==> config.mk <==
export PLATFORM = sky130hd
export DESIGN_NAME = cfgbus_slave
export DESIGN_NICKNAME = d
export VERILOG_FILES = /design/src/rtl/cfgbus_pkg.sv /design/src/rtl/cfgbus_line_sync.sv /design/src/rtl/cfgbus_id_sel.sv /design/src/rtl/cfgbus_regfile.sv /design/src/rtl/cfgbus_slave.sv
export SDC_FILE = /design/constraint.sdc
export NUM_CORES = 2
export LEC_CHECK = 0
export ABC_AREA = 1
export ABC_CLOCK_PERIOD_IN_PS = 5300
export BUFFER_PORTS_ARGS = -buffer_cell sky130_fd_sc_hd__clkbuf_2
export CAP_MARGIN = 20
export CORE_AREA = 5 5 630 632
export DETAILED_ROUTE_END_ITERATION = 10
export DIE_AREA = 0 0 635 637
export PLACE_DENSITY = 0.4
export SYNTH_ARGS = -nofsm -noshare
export SYNTH_HDL_FRONTEND = slang
export SYNTH_SLANG_ARGS = --single-unit
==> constraint.sdc <==
create_clock -name clk -period 5.3 [get_ports clk]
set_input_delay 0.53 -clock clk [delete_from_list [all_inputs] [get_ports clk]]
set_output_delay 0.53 -clock clk [all_outputs]
set_load 0.005 [all_outputs]
==> src/rtl/cfgbus_pkg.sv <==
package cfgbus_pkg;
   typedef enum logic [3:0] {
      ST_IDLE,
      ST_ID,
      ST_ID_ACK,
      ST_SUB,
      ST_SUB_ACK,
      ST_WDAT,
      ST_WDAT_ACK,
      ST_RDAT,
      ST_RACK,
      ST_HOLD
   } cb_state_e;

   localparam int unsigned CB_BYTE_W = 8;
endpackage

==> src/rtl/cfgbus_line_sync.sv <==
module cfgbus_line_sync #(
   parameter int unsigned STAGES = 2
) (
   input  logic clk,
   input  logic rst_n,
   input  logic scl_i,
   input  logic sda_i,
   output logic scl_s,
   output logic sda_s,
   output logic scl_rise,
   output logic scl_fall,
   output logic bus_start,
   output logic bus_stop
);
   if (STAGES < 2) begin : g_bad_stages
      $error("cfgbus_line_sync: STAGES must be at least 2");
   end

   logic [STAGES-1:0] scl_ff, sda_ff;
   logic              scl_q, sda_q;

   always_ff @(posedge clk or negedge rst_n) begin
      if (!rst_n) begin
         scl_ff <= '1;
         sda_ff <= '1;
         scl_q  <= 1'b1;
         sda_q  <= 1'b1;
      end else begin
         scl_ff <= {scl_ff[STAGES-2:0], scl_i};
         sda_ff <= {sda_ff[STAGES-2:0], sda_i};
         scl_q  <= scl_ff[STAGES-1];
         sda_q  <= sda_ff[STAGES-1];
      end
   end

   assign scl_s     = scl_ff[STAGES-1];
   assign sda_s     = sda_ff[STAGES-1];
   assign scl_rise  = scl_s & ~scl_q;
   assign scl_fall  = ~scl_s & scl_q;
   assign bus_start = scl_s & scl_q & sda_q & ~sda_s;
   assign bus_stop  = scl_s & scl_q & ~sda_q & sda_s;
endmodule

==> src/rtl/cfgbus_id_sel.sv <==
module cfgbus_id_sel #(
   parameter int unsigned STRAP_W = 3,
   parameter logic [7:0]  BASE_ID = 8'hC0,
   parameter int unsigned STEP    = 4
) (
   input  logic               clk,
   input  logic               rst_n,
   input  logic [STRAP_W-1:0] strap_i,
   input  logic               multi_i,
   output logic [6:0]         dev_addr_o
);
   if (STRAP_W < 1 || STRAP_W > 4) begin : g_bad_strap
      $error("cfgbus_id_sel: STRAP_W must be 1..4");
   end
   if (STEP % 2 != 0) begin : g_bad_step
      $error("cfgbus_id_sel: STEP must be even to keep the direction bit free");
   end

   logic [STRAP_W-1:0] strap_q;
   logic               multi_q;
   logic               locked;
   logic [7:0]         full_id;

   always_ff @(posedge clk or negedge rst_n) begin
      if (!rst_n) begin
         strap_q <= '0;
         multi_q <= 1'b0;
         locked  <= 1'b0;
      end else if (!locked) begin
         strap_q <= strap_i;
         multi_q <= multi_i;
         locked  <= 1'b1;
      end
   end

   assign full_id    = multi_q ? 8'(int'(BASE_ID) + int'(STEP) * int'(strap_q)) : BASE_ID;
   assign dev_addr_o = full_id[7:1];

   // once captured, the answering address never moves
   a_r4_addr_frozen: assert property (@(posedge clk) disable iff (!rst_n)
      locked |=> $stable(dev_addr_o));
endmodule

==> src/rtl/cfgbus_regfile.sv <==
module cfgbus_regfile #(
   parameter int unsigned AW = 8,
   parameter int unsigned DW = 8
) (
   input  logic          clk,
   input  logic          rst_n,
   input  logic          we,
   input  logic [AW-1:0] waddr,
   input  logic [DW-1:0] wdata,
   input  logic [AW-1:0] raddr,
   output logic [DW-1:0] rdata
);
   localparam int unsigned DEPTH = 1 << AW;

   logic [DW-1:0] mem [DEPTH];

   always_ff @(posedge clk or negedge rst_n) begin
      if (!rst_n) begin
         for (int i = 0; i < DEPTH; i++) mem[i] <= '0;
      end else if (we) begin
         mem[waddr] <= wdata;
      end
   end

   assign rdata = mem[raddr];
endmodule

==> src/rtl/cfgbus_slave.sv <==
module cfgbus_slave
   import cfgbus_pkg::*;
#(
   parameter int unsigned AW          = 8,
   parameter int unsigned STRAP_W     = 3,
   parameter int unsigned SYNC_STAGES = 2,
   parameter logic [7:0]  BASE_ID     = 8'hC0,
   parameter int unsigned ID_STEP     = 4
) (
   input  logic               clk,
   input  logic               rst_n,
   input  logic               scl_i,
   input  logic               sda_i,
   output logic               sda_oe_o,
   input  logic [STRAP_W-1:0] strap_i,
   input  logic               multi_id_i
);
   if (AW < 1 || AW > CB_BYTE_W) begin : g_bad_aw
      $error("cfgbus_slave: AW must be 1..8");
   end

   logic scl_s, sda_s, scl_rise, scl_fall, bus_start, bus_stop;
   logic [6:0] dev_addr;

   cb_state_e      state;
   logic [3:0]     bit_cnt;
   logic [7:0]     shreg;
   logic [AW-1:0]  ptr;
   logic           is_read, master_ack, sda_oe;
   logic           wr_en;
   logic [7:0]     rd_data;
   logic           byte_done;

   cfgbus_line_sync #(.STAGES(SYNC_STAGES)) u_sync (
      .clk(clk), .rst_n(rst_n), .scl_i(scl_i), .sda_i(sda_i),
      .scl_s(scl_s), .sda_s(sda_s), .scl_rise(scl_rise), .scl_fall(scl_fall),
      .bus_start(bus_start), .bus_stop(bus_stop));

   cfgbus_id_sel #(.STRAP_W(STRAP_W), .BASE_ID(BASE_ID), .STEP(ID_STEP)) u_id (
      .clk(clk), .rst_n(rst_n), .strap_i(strap_i), .multi_i(multi_id_i),
      .dev_addr_o(dev_addr));

   cfgbus_regfile #(.AW(AW), .DW(CB_BYTE_W)) u_regs (
      .clk(clk), .rst_n(rst_n), .we(wr_en), .waddr(ptr), .wdata(shreg),
      .raddr(ptr), .rdata(rd_data));

   assign byte_done = scl_fall && (bit_cnt == 4'd8);
   assign wr_en     = (state == ST_WDAT) && byte_done && !bus_start && !bus_stop;

   always_ff @(posedge clk or negedge rst_n) begin
      if (!rst_n) begin
         state      <= ST_IDLE;
         bit_cnt    <= '0;
         shreg      <= '0;
         ptr        <= '0;
         is_read    <= 1'b0;
         master_ack <= 1'b0;
         sda_oe     <= 1'b0;
      end else if (bus_start) begin
         state   <= ST_ID;
         bit_cnt <= '0;
         sda_oe  <= 1'b0;
      end else if (bus_stop) begin
         state  <= ST_IDLE;
         sda_oe <= 1'b0;
      end else begin
         unique case (state)
            ST_ID, ST_SUB, ST_WDAT: begin
               if (scl_rise && bit_cnt < 4'd8) begin
                  shreg   <= {shreg[6:0], sda_s};
                  bit_cnt <= bit_cnt + 4'd1;
               end else if (byte_done) begin
                  bit_cnt <= '0;
                  if (state == ST_ID) begin
                     if (shreg[7:1] == dev_addr) begin
                        is_read <= shreg[0];
                        sda_oe  <= 1'b1;
                        state   <= ST_ID_ACK;
                     end else begin
                        state <= ST_HOLD;
                     end
                  end else if (state == ST_SUB) begin
                     ptr    <= shreg[AW-1:0];
                     sda_oe <= 1'b1;
                     state  <= ST_SUB_ACK;
                  end else begin
                     ptr    <= ptr + 1'b1;
                     sda_oe <= 1'b1;
                     state  <= ST_WDAT_ACK;
                  end
               end
            end
            ST_ID_ACK, ST_SUB_ACK, ST_WDAT_ACK: begin
               if (scl_fall) begin
                  bit_cnt <= '0;
                  if (state == ST_ID_ACK && is_read) begin
                     shreg  <= rd_data;
                     sda_oe <= ~rd_data[7];
                     state  <= ST_RDAT;
                  end else begin
                     sda_oe <= 1'b0;
                     state  <= (state == ST_ID_ACK) ? ST_SUB : ST_WDAT;
                  end
               end
            end
            ST_RDAT: begin
               if (scl_rise) begin
                  bit_cnt <= bit_cnt + 4'd1;
               end else if (scl_fall) begin
                  if (bit_cnt == 4'd8) begin
                     sda_oe <= 1'b0;
                     ptr    <= ptr + 1'b1;
                     state  <= ST_RACK;
                  end else begin
                     shreg  <= {shreg[6:0], 1'b0};
                     sda_oe <= ~shreg[6];
                  end
               end
            end
            ST_RACK: begin
               if (scl_rise) begin
                  master_ack <= ~sda_s;
               end else if (scl_fall) begin
                  if (master_ack) begin
                     shreg   <= rd_data;
                     sda_oe  <= ~rd_data[7];
                     bit_cnt <= '0;
                     state   <= ST_RDAT;
                  end else begin
                     state <= ST_HOLD;
                  end
               end
            end
            default: ;
         endcase
      end
   end

   assign sda_oe_o = sda_oe;

   // the line is only pulled while the clock is low
   a_r10_pull_when_low: assert property (@(posedge clk) disable iff (!rst_n)
      $rose(sda_oe_o) |-> !$past(scl_s));
   // a non-addressed slave stays off the line
   a_r5_hold_quiet: assert property (@(posedge clk) disable iff (!rst_n)
      (state == ST_HOLD) |-> !sda_oe_o);
   // framing start always restarts address reception
   a_r1_start_to_id: assert property (@(posedge clk) disable iff (!rst_n)
      bus_start |=> (state == ST_ID));
   // a stop never disturbs the pointer
   a_r11_stop_keeps_ptr: assert property (@(posedge clk) disable iff (!rst_n)
      bus_stop |=> $stable(ptr));
   // every stored byte advances the pointer by one, with wrap
   a_r7_write_advances: assert property (@(posedge clk) disable iff (!rst_n)
      wr_en |=> (ptr == AW'($past(ptr) + 1'b1)));
   // idle slave never drives
   a_r12_idle_released: assert property (@(posedge clk) disable iff (!rst_n)
      (state == ST_IDLE) |-> !sda_oe_o);
endmodule

==> run summary <==
SETUP PATH
------------------------------------------------------------------------------------
R2R setup slack                                                              1.45 ns
Most frequent cell on the critical path                                      nand2_1
Reg-to-Reg Start                                                              ptr[0]
End of the worst register-to-register path                                  sda_oe_o
Critical path cell sequence                                             inv_16 > buf_4 > nand2_1 > nand2_1 > nand2_1 > nand2_1 > nand2_1 > nand2_1 > nor2_1 > nor2_1 > nor2_1 > nand2_1 > nand2_1 > nand2_1 > nor2_1 > nand2_1 > nand2_1 > nand2_1 > nand2_1
CP max FO                                                                        156
Path type of the worst setup path                                         reg -> reg
Cell type of the slowest stage on the worst timing path                      dfrtp_4
Cells on worst reg2reg path                                                       19
Largest stage delay on the critical path                                     0.70 ns
Kind of end point of the critical path                                      register
Data required time of the worst path                                         6.12 ns
Critical path arrival                                                        4.67 ns
Critical path startpoint category                                           register

GLOBAL ROUTE
------------------------------------------------------------------------------------
Overflow after GRT                                                                 0
Initial antenna violation count                                                    8
Vias in the first global route                                                 80080
Gr usage total                                                                0.1754
Global-route wire length before repair                                      549.7 mm
Maximum number of pins on one net before global-route repair                     157

LOGIC SYNTHESIS
------------------------------------------------------------------------------------
Proportion of synthesized flip-flops having asynchronous set or reset          1.000
Yosys warning count                                                                0
Library cells used by synthesis                                                   44
Top area cells in the synthesized netlist                               dfrtp_1, nand2_1, o21ai_0
Synthesized netlist cell count                                                 12620
Sequential area share after synthesis                                         0.5380
Dominant register cell in the synthesized netlist                            dfrtp_1
Synth area leader                                                            dfrtp_1
Number of enable-type register cells in the synthesized netlist                    0
Number of synthesized register bits                                             2086
Total nets after synthesis                                                     12630
Post-synthesis cell area                                                   97040 µm²
Yosys top cell area share                                                     0.5364
Mean cell area of the mapped netlist                                       7.691 µm²

LAYOUT
------------------------------------------------------------------------------------
Final nets                                                                     12180
Synthesis-to-finish area growth                                               14.27%
Share of cells above drive strength 1                                        0.06554
Final Non-Filler Cells                                                         17600
Fill cell count                                                                42980
Area taken by multi-input logic gates                                      39750 µm²
Register cell area after layout                                            52220 µm²

STA
------------------------------------------------------------------------------------
Count of final max-slew check failures                                             0
Number of failing hold endpoints at the final stage                                0
Period Utilization, post-route                                                0.7255
Upper clock frequency limit                                                260.1 MHz
Final worst clock skew                                                    0.05575 ns
Transition time of the tightest slew-check pin                              1.205 ns
Relative slew slack                                                           0.1884
Unrepaired setup endpoints after global routing                                false
Final period demand of the worst path                                       3.845 ns
Number of endpoints failing setup at the final stage                               0
Final TNS setup                                                                 0 ns

PWR
------------------------------------------------------------------------------------
Total power density per cell area                                       350.8 nW/µm²
Cell leakage power                                                          51.32 nW
Maximum ir drop on the vdd rail                                            0.5516 mV

CLOCKING
------------------------------------------------------------------------------------
CTS tree                                                                       built
Number of H-tree levels                                                            4
Number of buffers created by CTS                                                 241
Clock tree root driver cell                                                clkbuf_16
Clk_lat worst skew                                                           0.93 ns
Buffers from clock root to sink, at most                                           4
Worst-path clk slew                                                          0.06 ns
Sink count of the clock tree                                                    2086

PLACEMENT
------------------------------------------------------------------------------------
Number of buffers inserted by port buffering                                       8
Instance count after placement with tap cells included                         17130
Placer congestion estimate                                                    0.8040
DP Wirelength                                                               213.6 mm

FLOORPLANNING
------------------------------------------------------------------------------------
Initial core utilization                                                      0.2483
I/O pin total                                                                      9
Die boundary height                                                           637 µm
# rows                                                                           230
Die X                                                                         635 µm
Area of the placeable core                                                390800 µm²
Die Area                                                                  404500 µm²

ROUTING
------------------------------------------------------------------------------------
Residual DRC count                                                                 0
Detailed router's first-iteration violation count                               6972
Total vias in the final route                                                  81450
Vias per cell                                                                  4.627
Detailed-route wire length                                                  362.9 mm
Detail-routed net length per standard cell                                  20.62 µm
Antenna viol nets, final                                                           0
First-pass DRT Iterations                                                          6

OUTCOME
------------------------------------------------------------------------------------
Run status                                                                 completed

HOLD PATH
------------------------------------------------------------------------------------
Class of the most critical hold timing path                              in -> async

FLOW RUN
------------------------------------------------------------------------------------
Number of max-capacitance violations reported                                      0

==> logic make-up (layout without fill, tap and decap cells) <==
group,after synthesis,count (layout),share of synthesized area
flip-flops,2086,2086,0.5380
multiplexers,1,1,0.0001032
AND/OR/NAND/NOR,6240,6240,0.2487
adder cells (fa/ha/maj),6,6,0.0007736
other,1,8,0.00003864
AO/OA/AOI/OAI,3082,3082,0.1595
buffers and inverters,1202,958,0.05288
==> sequential cells by signal, indices dropped and copies added, names as in the netlist, 2 cells and up <==
name,flops
shreg,8
u_id.strap_q,3
state,4
bit_cnt,4
u_regs.mem,2048
ptr,8
u_sync.sda_ff,2
u_sync.scl_ff,2
==> worst max-delay path by stage <==
stage / from / slack, ns / endpoint / depth (start not counted)
floorplan: ptr[1] / 3.01 / u_regs.mem[405] / 12
global placement: ptr[1] / 1.29 / shreg[5] / 15
detailed placement: ptr[1] / 1.40 / shreg[5] / 15
CTS: ptr[1] / 1.38 / shreg[5] / 15
global route: ptr[0] / 1.27 / sda_oe_o / 18
finish: ptr[0] / 1.45 / sda_oe_o / 19
==> routing by layer <==
layer / vias up / wire length [µm] / track usage
li1: 39580 / - / -
met1: 40010 / 178700 / 0.2565
met2: 1453 / 162100 / 0.2794
met3: 409 / 13400 / 0.01726
met4: 0 / 8720 / 0.04025
met5: - / 0 / 0
==> placed cells by master (no fill, tap or decap), drive strengths merged, types with 6 or more instances in the layout <==
| cell | instances |
|---|---|
| clkbuf | 368 |
| nand4 | 9 |
| nand3 | 102 |
| inv | 281 |
| o22ai | 8 |
| diode | 7 |
| buf | 218 |
| ha | 6 |
| o21ai | 3032 |
| dfstp | 6 |
| nand2 | 4364 |
| dfrtp | 2080 |
| dlygate4sd3 | 7 |
| a21oi | 29 |
| nor2 | 1742 |
| clkinv | 53 |
| bufinv | 28 |
| nor3 | 17 |
==> synth_stat cells (8+ instances only) <==
cell / instances
nand2_2: 82
dfrtp_1: 2080
nor3_1: 12
o21ai_0: 2387
buf_1: 54
o22ai_1: 8
o21ai_1: 644
nor2_2: 15
inv_2: 17
buf_2: 282
nand3_1: 102
nand4_1: 9
buf_4: 29
a21oi_1: 29
buf_6: 20
nor2_1: 1707
inv_1: 255
nor2_4: 20
nand2_4: 14
clkbuf_1: 542
nand2_1: 4268
==> metrics by stage <==
stage / hold WS (ns) / instance area, µm² / setup slack [ns] / util / total power (W)
2_1_floorplan: 0.2344 / 97040 / 3.011 / - / 0.01846
3_3_place_gp: 0.4032 / 102200 / 1.289 / 0.2614 / 0.02114
3_5_place_dp: 0.4038 / 102200 / 1.401 / 0.2615 / 0.02112
4_1_cts: 0.08776 / 110800 / 1.378 / 0.2836 / 0.03955
5_1_grt: 0.1548 / 110900 / 1.269 / 0.2837 / 0.04039
6_report: 0.1720 / 110900 / 1.455 / 0.2838 / 0.03890
==> cell type report <==
| class | count | area share |
|---|---|---|
| Clock inverter | 90 | 0.01166 |
| Tap cell | 5220 | 0.05890 |
| Multi-Input combinational cell | 9330 | 0.3585 |
| Clock buffer | 361 | 0.06569 |
| Inverter | 275 | 0.01015 |
| Antenna cell | 7 | 0.0001580 |
| Sequential cell | 2086 | 0.4709 |
| Timing Repair Buffer | 232 | 0.02411 |
==> worst max-delay path: cells and delay by family, from the launching register on <==
kind | cells | cell delay [ns]
simple gates | 17 | 1.87
flops | 1 | 0.70
buf+inv | 2 | 0.94
==> power by group <==
part           switching [W]  internal, W
sequential          0.000104       0.0160
combinational        0.00424     0.000387
clock                0.00734       0.0108
==> what timing repair did <==
| item | in CTS | in global routing |
|---|---|---|
| hold buffers | 7 | 0 |
| endpoints found under the hold margin | 231 | 0 |
| gates resized for setup | 0 | 0 |
| setup endpoints to repair | 0 | 0 |
| setup buffers | 0 | 0 |
Note: power is estimated with default switching activity, not from simulation.
